File: src/rtl/irq_pkg.sv
package irq_pkg;
  localparam int unsigned CODE_W = 8;
  typedef logic [CODE_W-1:0] code_t;

  typedef enum int unsigned {
    CRIT_RST  = 0,
    CRIT_CLK  = 1,
    CRIT_WDOG = 2,
    CRIT_TRAP = 3,
    CRIT_SWI  = 4,
    CRIT_XPIN = 5
  } crit_idx_e;

  localparam int unsigned NUM_CRIT = 6;
endpackage

File: src/rtl/irq_crit_arb.sv
module irq_crit_arb
  import irq_pkg::*;
#(
  parameter int unsigned NCRIT  = NUM_CRIT,
  parameter int unsigned CBASE  = 8'hFE,
  parameter int unsigned XIDX   = NCRIT - 1
) (
  input  logic             clk_i,
  input  logic             rst_ni,
  input  logic [NCRIT-1:0] req_i,
  input  logic             xmask_i,
  input  logic             take_i,
  output logic             valid_o,
  output code_t            code_o,
  output logic             is_x_o
);
  logic [NCRIT-1:0] req_q, pend_q, elig, sel;

  always_comb begin
    elig = pend_q;
    elig[XIDX] = pend_q[XIDX] & ~xmask_i;
  end

  always_comb begin
    sel    = '0;
    code_o = '0;
    for (int k = NCRIT - 1; k >= 0; k--) begin
      if (elig[k]) begin
        sel    = '0;
        sel[k] = 1'b1;
        code_o = code_t'(CBASE - 2 * k);
      end
    end
  end

  assign valid_o = |elig;
  assign is_x_o  = sel[XIDX];

  always_ff @(posedge clk_i or negedge rst_ni) begin
    if (!rst_ni) begin
      req_q  <= '0;
      pend_q <= '0;
    end else begin
      req_q  <= req_i;
      pend_q <= (pend_q & ~(sel & {NCRIT{take_i}})) | (req_i & ~req_q);
    end
  end
endmodule

File: src/rtl/irq_mask_arb.sv
module irq_mask_arb
  import irq_pkg::*;
#(
  parameter int unsigned NSRC     = 32,
  parameter int unsigned MBASE    = 8'hF2,
  parameter int unsigned ELEV_RST = 8'hF2,
  localparam int unsigned IDX_W   = $clog2(NSRC)
) (
  input  logic            clk_i,
  input  logic            rst_ni,
  input  logic [NSRC-1:0] flag_i,
  input  logic [NSRC-1:0] en_i,
  input  logic            elev_we_i,
  input  code_t           elev_i,
  output logic            valid_o,
  output code_t           code_o
);
  code_t           elev_q;
  logic [NSRC-1:0] pend, hit;
  logic [IDX_W-1:0] fix_idx, elev_idx;
  logic            elev_ok;

  always_ff @(posedge clk_i or negedge rst_ni) begin
    if (!rst_ni)        elev_q <= code_t'(ELEV_RST);
    else if (elev_we_i) elev_q <= elev_i;
  end

  assign pend = flag_i & en_i;

  for (genvar i = 0; i < NSRC; i++) begin : g_hit
    assign hit[i] = (elev_q == code_t'(MBASE - 2 * i));
  end

  always_comb begin
    fix_idx  = '0;
    elev_idx = '0;
    for (int i = NSRC - 1; i >= 0; i--) begin
      if (pend[i]) fix_idx = IDX_W'(i);
      if (hit[i])  elev_idx = IDX_W'(i);
    end
  end

  assign elev_ok = |(hit & pend);
  assign valid_o = |pend;
  assign code_o  = code_t'(MBASE - 2 * (elev_ok ? elev_idx : fix_idx));
endmodule

File: src/rtl/irq_svc_ctl.sv
module irq_svc_ctl
  import irq_pkg::*;
(
  input  logic  clk_i,
  input  logic  rst_ni,
  input  logic  crit_valid_i,
  input  code_t crit_code_i,
  input  logic  crit_is_x_i,
  input  logic  mask_valid_i,
  input  code_t mask_code_i,
  input  logic  imask_we_i,
  input  logic  imask_i,
  input  logic  xmask_clr_i,
  input  logic  rti_i,
  output logic  take_crit_o,
  output logic  svc_o,
  output code_t vec_o,
  output logic  in_svc_o,
  output logic  imask_o,
  output logic  xmask_o
);
  logic go, sav_i_q, sav_x_q;

  assign go          = !in_svc_o && (crit_valid_i || (mask_valid_i && !imask_o));
  assign take_crit_o = go && crit_valid_i;

  always_ff @(posedge clk_i or negedge rst_ni) begin
    if (!rst_ni) begin
      svc_o    <= 1'b0;
      vec_o    <= '0;
      in_svc_o <= 1'b0;
      imask_o  <= 1'b1;
      xmask_o  <= 1'b1;
      sav_i_q  <= 1'b1;
      sav_x_q  <= 1'b1;
    end else begin
      svc_o <= go;
      if (go) begin
        vec_o    <= crit_valid_i ? crit_code_i : mask_code_i;
        in_svc_o <= 1'b1;
        sav_i_q  <= imask_o;
        sav_x_q  <= xmask_o;
        imask_o  <= 1'b1;
        if (crit_valid_i && crit_is_x_i) xmask_o <= 1'b1;
      end else if (rti_i && in_svc_o) begin
        in_svc_o <= 1'b0;
        imask_o  <= sav_i_q;
        xmask_o  <= sav_x_q;
      end else begin
        if (imask_we_i)  imask_o <= imask_i;
        if (xmask_clr_i) xmask_o <= 1'b0;
      end
    end
  end
endmodule

File: src/rtl/prio_irq_ctrl.sv
module prio_irq_ctrl
  import irq_pkg::*;
#(
  parameter int unsigned NSRC     = 32,
  parameter int unsigned NCRIT    = NUM_CRIT,
  parameter int unsigned MBASE    = 8'hF2,
  parameter int unsigned CBASE    = 8'hFE,
  parameter int unsigned ELEV_RST = 8'hF2
) (
  input  logic              clk_i,
  input  logic              rst_ni,
  input  logic [NSRC-1:0]   flag_i,
  input  logic [NSRC-1:0]   en_i,
  input  logic [NCRIT-1:0]  crit_req_i,
  input  logic              elev_we_i,
  input  logic [CODE_W-1:0] elev_i,
  input  logic              imask_we_i,
  input  logic              imask_i,
  input  logic              xmask_clr_i,
  input  logic              rti_i,
  output logic              svc_o,
  output logic [CODE_W-1:0] vec_o,
  output logic              in_svc_o,
  output logic              imask_o,
  output logic              xmask_o
);
  logic  crit_valid, crit_is_x, mask_valid, take_crit;
  code_t crit_code, mask_code;

  irq_crit_arb #(.NCRIT(NCRIT), .CBASE(CBASE)) u_crit (
    .clk_i   (clk_i),
    .rst_ni  (rst_ni),
    .req_i   (crit_req_i),
    .xmask_i (xmask_o),
    .take_i  (take_crit),
    .valid_o (crit_valid),
    .code_o  (crit_code),
    .is_x_o  (crit_is_x)
  );

  irq_mask_arb #(.NSRC(NSRC), .MBASE(MBASE), .ELEV_RST(ELEV_RST)) u_mask (
    .clk_i     (clk_i),
    .rst_ni    (rst_ni),
    .flag_i    (flag_i),
    .en_i      (en_i),
    .elev_we_i (elev_we_i),
    .elev_i    (elev_i),
    .valid_o   (mask_valid),
    .code_o    (mask_code)
  );

  irq_svc_ctl u_ctl (
    .clk_i        (clk_i),
    .rst_ni       (rst_ni),
    .crit_valid_i (crit_valid),
    .crit_code_i  (crit_code),
    .crit_is_x_i  (crit_is_x),
    .mask_valid_i (mask_valid),
    .mask_code_i  (mask_code),
    .imask_we_i   (imask_we_i),
    .imask_i      (imask_i),
    .xmask_clr_i  (xmask_clr_i),
    .rti_i        (rti_i),
    .take_crit_o  (take_crit),
    .svc_o        (svc_o),
    .vec_o        (vec_o),
    .in_svc_o     (in_svc_o),
    .imask_o      (imask_o),
    .xmask_o      (xmask_o)
  );
endmodule

File: config.mk
export PLATFORM = sky130hd
export DESIGN_NAME = prio_irq_ctrl
export DESIGN_NICKNAME = d
export VERILOG_FILES = /design/src/rtl/irq_pkg.sv /design/src/rtl/irq_crit_arb.sv /design/src/rtl/irq_mask_arb.sv /design/src/rtl/irq_svc_ctl.sv /design/src/rtl/prio_irq_ctrl.sv
export SDC_FILE = /design/constraint.sdc
export NUM_CORES = 1
export LEC_CHECK = 0
export BUFFER_PORTS_ARGS = -buffer_cell sky130_fd_sc_hd__buf_4
export CAP_MARGIN = 10
export CORE_UTILIZATION = 45
export DETAILED_ROUTE_END_ITERATION = 8
export HOLD_SLACK_MARGIN = 0.12
export PLACE_DENSITY = 0.75
export SYNTH_ARGS = -nofsm -noshare
export SYNTH_HDL_FRONTEND = slang
export SYNTH_SLANG_ARGS = --single-unit
export TNS_END_PERCENT = 1
File: constraint.sdc
create_clock -name clk_i -period 3.4 [get_ports clk_i]
set_clock_uncertainty 0.2 [all_clocks]
set_input_delay 0 -clock clk_i [delete_from_list [all_inputs] [get_ports clk_i]]
set_output_delay 0 -clock clk_i [all_outputs]
set_load 0.02 [all_outputs]
# Yosys cells after proc, flatten, opt, wreduce, memory -nomap -nowiden
# Index checks and enable logic that the tools add are counted.
dict set report totals {
  word_cells 156
  reg_bits 34
  output_inout_bits 12
}
dict set report classes {
  addsub 1
  muxes 87
  eq_ne 33
  n_reduce_logical 15
  n_bitwise 10
}
# operator count
set op_table {}
lappend op_table {{two-way mux 5 bit} 65}
lappend op_table {{== test 8 bit, second input constant} 32}
lappend op_table {{AND 32 bit} 2}
lappend op_table {{OR reduction 32 bit} 2}
lappend op_table {{two-way mux 8 bit} 7}
lappend op_table {{two-way mux 6 bit} 6}
lappend op_table {{AND 6 bit} 3}
lappend op_table {{NOT 6 bit} 2}
lappend op_table {{two-way mux 1 bit} 9}
lappend op_table {{subtractor 8 bit, first input constant} 1}
lappend op_table {{OR 6 bit} 1}
lappend op_table {{nonzero test 3 bit} 2}
lappend op_table {{OR reduction 6 bit} 1}
lappend op_table {{logical AND 1 bit} 5}
lappend op_table {{zero test 1 bit} 2}
lappend op_table {{!= test 2 bit, second input constant} 1}
lappend op_table {{AND reduction 2 bit} 1}
lappend op_table {{nonzero test 2 bit} 1}
lappend op_table {{AND 1 bit} 1}
lappend op_table {{logical OR 1 bit} 1}
lappend op_table {{NOT 1 bit} 1}

# Logic depth before layout (Yosys ltp)
# Gate-level depths: netlist of run 1.
dict set report depth {
  depth_word 36
  mapped_depth 11
  ltp_nobuf 10
}

# Hierarchy
# From an unflattened synthesis of run 1, not the netlist that was laid out.
dict set report hier_totals {
  cells_unflattened 324
  area_unflattened_um2 2773.9
}
# module cells_each area_per_inst_um2 n_inst
set by_module_without_submodules {}
lappend by_module_without_submodules {irq_mask_arb 227 1552.7 1}
lappend by_module_without_submodules {irq_svc_ctl 48 706.9 1}
lappend by_module_without_submodules {irq_crit_arb 49 514.2 1}

# Worst setup path before layout of run 1
# OpenSTA, ideal clock, no wires.
dict set report synth_path {
  path_kind {reg-to-reg}
  start {register u_mask.elev_q[1]}
  end {register u_ctl.vec_o[6]}
  stages_incl_launch_ff 11
  slack_ns 0.456
  arrival_time_ns 2.617
  setup_time_ns 0.127
  n_path_buf 1
  cell_sequence {dfstp_2 > buf_4 > or4bb_2 > o22ai_1 > nor4_1 > o311ai_2 > a311oi_4 > o21a_1 > ha_1 > nor4b_1 > nor2_1}
}
dict set report synth_via {
  elab_chain_len 36
  elab_cells_between_ends 69
}
# element line_no
set synth_lines {}
lappend synth_lines {{from (decl)} irq_mask_arb.sv:18} ;# code_t elev_q;
lappend synth_lines {{from (signal assigned)} irq_mask_arb.sv:24} ;# if (!rst_ni) elev_q <= code_t'(ELEV_RST);
lappend synth_lines {{from (signal assigned)} irq_mask_arb.sv:25} ;# else if (elev_we_i) elev_q <= elev_i;
lappend synth_lines {{== test 8 bit} irq_mask_arb.sv:31} ;# assign hit[i] = (elev_q == code_t'(MBASE - 2 * i));
lappend synth_lines {{two-way mux 5 bit (32 in series)} irq_mask_arb.sv:39} ;# if (hit[i]) elev_idx = IDX_W'(i);
lappend synth_lines {{two-way mux 5 bit *} irq_mask_arb.sv:45} ;# assign code_o = code_t'(MBASE - 2 * (elev_ok ? elev_idx : fix_idx));
lappend synth_lines {{subtractor 8 bit *} irq_mask_arb.sv:45}
lappend synth_lines {{two-way mux 8 bit *} irq_svc_ctl.sv:39} ;# vec_o <= crit_valid_i ? crit_code_i : mask_code_i;
lappend synth_lines {{to (signal assigned)} irq_svc_ctl.sv:39}
lappend synth_lines {{to (decl)} irq_svc_ctl.sv:17} ;# output code_t vec_o,
# Mark *: on every way between the ends. The rest lies on a longest branch, timed or not.
# A chain may end at the register's enable or synchronous reset.

# Worst setup path in the final report of run 1
# Same ends and word-level chain as after synthesis.

==> results of run 1 <==
report_power, final:
group          internal (uW)  total (uW)  switching, uW
clock network            219         375            156
logic                    259         527            268
registers                474         561           87.2
total                    952        1460            511
metrics by stage:
stage	cell area, um2	util (%)	hold WS (ns)	std cells	total power [uW]
6_report	3650	70.12	0.1576	489	1463
3_5_place_dp	3218	61.83	-0.2403	451	1045
3_3_place_gp	3218	61.83	-0.2445	451	1035
2_1_floorplan	2470	-	-0.4956	295	838.8
5_1_grt	3650	70.12	0.1627	489	1557
4_1_cts	3643	70.00	0.1573	489	1461
routing by layer:
metal | track usage (%) | share of wire, % | up-vias
li1 | - | - | 1342
met3 | 4.910 | 5.5 | 9
met4 | 7.115 | 0.94 | 0
met1 | 37.40 | 46 | 1293
met2 | 46.27 | 48 | 91
met5 | 0 | 0 | -
timing repair:
action,4_1_cts,5_1_grt
endpoints found under the setup margin,0,1
resized for setup,0,2
hold buffers,30,0
endpoints found under the hold margin,56,0
flip-flops by register name, summed over array words and instances, names as in the netlist:
| name | count |
|---|---|
| u_mask.elev_q | 8 |
| u_ctl.vec_o | 7 |
| u_crit.pend_q | 6 |
| u_crit.req_q | 6 |
| u_ctl.imask_o | 1 |
| u_ctl.in_svc_o | 1 |
| u_ctl.sav_i_q | 1 |
| u_ctl.sav_x_q | 1 |
| u_ctl.svc_o | 1 |
| u_ctl.xmask_o | 1 |
area by class of cell:
class                           instances  area (um2)
Clock buffer                            5       68.82
Clock inverter                          3       46.29
Fill cell                             443        1555
Inverter                               14       52.55
Multi-Input combinational cell        238        1525
Sequential cell                        33       838.3
Tap cell                               70       87.58
Timing Repair Buffer                  126        1031
Yosys cell counts (5+ instances only):
cell / number
and2_1: 9
nand3_1: 9
o21ai_0: 18
clkbuf_1: 5
o22ai_1: 12
inv_1: 13
dfstp_2: 9
a21oi_1: 16
nand2_1: 58
dfrtp_1: 24
nor3_1: 5
a22oi_1: 6
nor2_1: 19
mux2_2: 7
final timing paths:
| check | startpoint | end | slack [ns] | cells after the start |
|---|---|---|---|---|
| worst min register to register | u_crit.req_q[3]$_DFF_PN0_ | u_crit.pend_q[3]$_DFF_PN0_ | 0.21 | 1 |
| min in group asynchronous | rst_ni | u_ctl.sav_i_q$_DFFE_PN1P_ | 0.66 | 3 |
| worst max register to register | u_mask.elev_q[1]$_DFFE_PN1P_ | u_ctl.vec_o[6]$_DFFE_PN0P_ | 0.24 | 10 |
| worst min-delay path | crit_req_i[0] | u_crit.req_q[0]$_DFF_PN0_ | 0.16 | 2 |
| worst max-delay path | u_mask.elev_q[1]$_DFFE_PN1P_ | u_ctl.vec_o[6]$_DFFE_PN0P_ | 0.24 | 10 |
| max in group asynchronous | rst_ni | u_mask.elev_q[2]$_DFFE_PN0P_ | 2.17 | 4 |
kinds of logic after synthesis:
logic type      after synthesis
simple gates                134
compound gates               88
flops                        33
buf+inv                      24
mux                           9
xor+xnor                      4
fa+ha+maj                     2
other cells                   1
==> metrics.txt, run 1 <==
status completed; H-tree Lvls 2; most frequent cells in the layout buf_4, nand2_1, dlygate4sd3_1, dfrtp_1, nor2_1; syn_nets 381; HPWL Detailed 5.690 mm; row count 26; gr ovfl total 0; Synth cell types 67; routed len/inst 15.50 um; ANT nets after route 0; Seq cells post-synth 33; vias in the first global route 2,688; Iter 0 DRT Violations between 200 and 250; initial antenna violation count 0; sequential cell area fraction in the yosys report 33.89%; Antenna Cells 0; Layout Nets 504; Area Growth Syn to Fin 47.77%; fin worst setup slack 0.2353 ns; CTS tree built; CP delay by family, top compound AO/OA/AOI/OAI gates; latest clock arrival within the worst-skew pair a little under 0.3 ns; Hold Fails Final Rpt 0; DP Worst Slack 0.1717 ns; IO Count 97; TritonCTS Buffers 5; Port-buffer cells 95; final WL 7.579 mm; VDD IR max roughly 0.00031 V; count of final setup violators 0; CP Cell Sequence or4b_1, o22ai_1, nor4_1, o311ai_2, a311oi_4, o21ai_0, o21a_1, ha_1, nor4b_1, nor2_1; die height 76.09 um; All-Layer GR Usage 27.80%; commonest non-fill, non-tap cell in the layout buf_4; mux contribution to synthesized area 4.002%; Leak 0.001625 uW; crit path kind reg -> reg; die width 76.09 um; unrepaired setup endpoints after global routing no; layout cells sized above 1 33.17%; DR vias 2,735; MaxCap Viol Count 0; initial core utilization approximately 47%; Max Root-Sink Buffers 2; first-pass GRT wire length roughly 13 mm; Setup TNS 0 ns; drt pass-1 iters 5; clock sink count 33; min cycle time layout 3.165 ns; final worst-path cycle share 93.08%; Area contributors post-synth dfrtp_1, dfstp_2, nand2_1; largest family of logic cells by synthesized area simple AND/OR/NAND/NOR gates; clock-pin slew on the worst setup and hold paths 0.07 ns; CP Buf/Inv Count 0; CP required 3.37 ns; core area approximately 5200 um2; Synth Area in XOR/XNOR between 1 and 1.5%; maximum fanout along the worst path 12; Crit path largest cell delay 0.63 ns; Post-Synth Adder-Cell Area less than 1%; largest net degree at the start of global routing 25; Synth top area share 24.32%; fin. max-slew vios 0; Ys Warns 0; Post-Syn Area per Cell between 8 and 9 um2; Post-synth EDFFs 0; Post-Syn Area ~2500 um2; CTS Root Cell clkbuf_8; critical path launch point type register; power per cell area 400.9 nW/um2; CP endpoint kind register; DRC violations left 0; post-synthesis async set-or-reset flop share 100.0%; Mapped Cells 295; die area about 5800 um2; HP Class in -> reg; worst path arrival time about 3.1 ns; gp weighted congestion 0.8697; crit path max-delay cell type dfstp_2; Synth Flop Type dfrtp_1; setup repair bufs after CTS 0; post-synth top area cell dfrtp_1; Synth Area in Compound Gates 26.55%; Post-Synth Simple-Gate Area 28.52%; max frequency 0.3160 GHz; vias per cell 5.593
Power figures use the tool's default switching activity.
==> inputs of run 2 (changes only) <==
- BUFFER_PORTS_ARGS: -buffer_cell sky130_fd_sc_hd__buf_4 -> -buffer_cell sky130_fd_sc_hd__buf_2
==> run 2 against run 1 <==
Maximum frequency down 1.2%; register-to-register slack worse by 0.04 ns; cell count unchanged; clock power down 22%; total power down 9.3%; non-clock buffer count unchanged; critical endpoint unchanged; worst setup slack worse by 0.038 ns; via count down 0.44%; critical path type unchanged.
==> metrics.txt, run 2 (synthesis results as in run 1) <==
status completed; Leak 0.001520 uW; TritonCTS Buffers 5; final WL 7.271 mm; most frequent cells in the layout buf_2, nand2_1, dlygate4sd3_1, dfrtp_1, nor2_1; Iter 0 DRT Violations 230; Area Growth Syn to Fin 36.42%; Setup TNS 0 ns; clock group share of total power 22.0%; CP startpoint u_mask.elev_q[1]$_DFFE_PN1P_; Largest regs u_mask.elev_q x8, u_ctl.vec_o x7; Largest Register u_mask.elev_q; VDD IR max around 0.00029 V; Seq pwr share 42.0%; die area roughly 5800 um2; Antenna Cells 0; setup repair bufs after CTS 0; H-tree Lvls 2; routed len/inst about 15 um; fin. max-slew vios 0; commonest non-fill, non-tap cell in the layout buf_2; fin worst setup slack about 0.2 ns; MaxCap Viol Count 0; DRC violations left 0; min cycle time layout 3.203 ns; CP required around 3.4 ns; DR vias 2,723; Int Power 830.6 uW; die width 76.09 um; row count 26; HP Class in -> reg; reg2reg setup slack roughly 0.20 ns; gr ovfl total 0; count of final setup violators 0; R2R Path End u_ctl.vec_o[6]$_DFFE_PN0P_; worst r2r src u_mask.elev_q[1]$_DFFE_PN1P_; Gate power share between 30% and 40%; CTS Root Cell clkbuf_8; CTS tree built; initial antenna violation count 0; die height 76.09 um; max frequency 0.3122 GHz; depth of the worst register-to-register path 9; Layout Nets between 500 and 600; max reg flops 8; Relative slew margins a little over 60%; critical path launch point type register; Util after Layout 64.74%; layout cells sized above 1 32.94%; Hold Fails Final Rpt 0; vias per cell about 5.6; latest clock arrival within the worst-skew pair 0.29 ns; ANT nets after route 0; measured slew at the worst slew-check pin 0.5662 ns; Max Root-Sink Buffers 2; worst path arrival time 3.18 ns; NetSw 497.0 uW; first-pass GRT wire length 12.58 mm; HPWL Detailed 5.493 mm; drt pass-1 iters 4; IO Count between 90 and 100; All-Layer GR Usage ~27%; Port-buffer cells 95; final worst-path cycle share 94.21%; largest net degree at the start of global routing 27; clock sink count 33; crit path kind reg -> reg; clock-pin slew on the worst setup and hold paths 0.07 ns; initial core utilization around 47%; maximum fanout along the worst path 12; gp weighted congestion ~0.84; vias in the first global route 2,602; unrepaired setup endpoints after global routing no; Sw Share 37.44%; CP endpoint kind register; core area roughly 5200 um2; DP Worst Slack 0.1753 ns; Pwr Total 1328 uW; CP endpoint u_ctl.vec_o[6]$_DFFE_PN0P_; power per cell area 394.0 nW/um2
==> run 2: timing repair <==
action / CTS / global route
resized for setup: 0 / 2
setup endpoints to repair: 0 / 3
endpoints found under the hold margin: 56 / 0
hold buffers: 30 / 0
==> run 2: area by class of cell <==
class | instances | area [um2]
timing repair buffer | 126 | 783.3
tap | 70 | 87.58
multi-input combinational | 238 | 1520
sequential | 33 | 839.6
fill | 464 | 1836
clock inverter | 3 | 17.52
clock buffer | 5 | 68.82
inverter | 14 | 52.55
==> run 2: worst min path at each step <==
stage / start / to / slack [ns] / depth (start not counted)
after floorplan: rst_ni / u_crit.pend_q[0]$_DFF_PN0_ / -0.50 / 0
after global placement: rst_ni / u_ctl.vec_o[7]$_DFFE_PN0P_ / -0.12 / 1
after detailed placement: rst_ni / u_ctl.vec_o[7]$_DFFE_PN0P_ / -0.10 / 1
after CTS: crit_req_i[2] / u_crit.req_q[2]$_DFF_PN0_ / 0.15 / 2
after global routing: crit_req_i[5] / u_crit.req_q[5]$_DFF_PN0_ / 0.15 / 2
final: crit_req_i[1] / u_crit.req_q[1]$_DFF_PN0_ / 0.15 / 2
==> run 2: critical path: stages (launching register included) <==
cell and delay, ns:
dfstp_2 0.62, or4bb_1 0.23, o22ai_1 0.10, or4_1 0.52, a311oi_4 0.47, o21ai_0 0.19, o21a_1 0.15, ha_1 0.21
nor4b_1 0.33, nor2_1 0.06
==> run 2: through the flow <==
stage / instance area [um2] / hold slack (ns) / std cells
after CTS: 3367 / 0.1469 / 489
final: 3369 / 0.1509 / 489
after global routing: 3369 / 0.1503 / 489
after detailed placement: 2980 / -0.1043 / 451
after global placement: 2980 / -0.1188 / 451
after floorplan: 2470 / -0.4956 / 295
==> run 2: metal layers <==
layer	GRT usage [%]	vias up	wire (um)
met3	5.030	9	430
met2	44.09	96	3505
met1	36.63	1277	3250
li1	-	1341	-
met4	8.077	0	84
met5	0	-	0
==> run 2: power groups by stage <==
stage,clock [uW],combinational [uW],sequential (uW)
detailed placement,0,439,563
finish,292,478,558
global route,325,536,573
global placement,0,428,559
CTS,301,477,557
floorplan,0,285,554
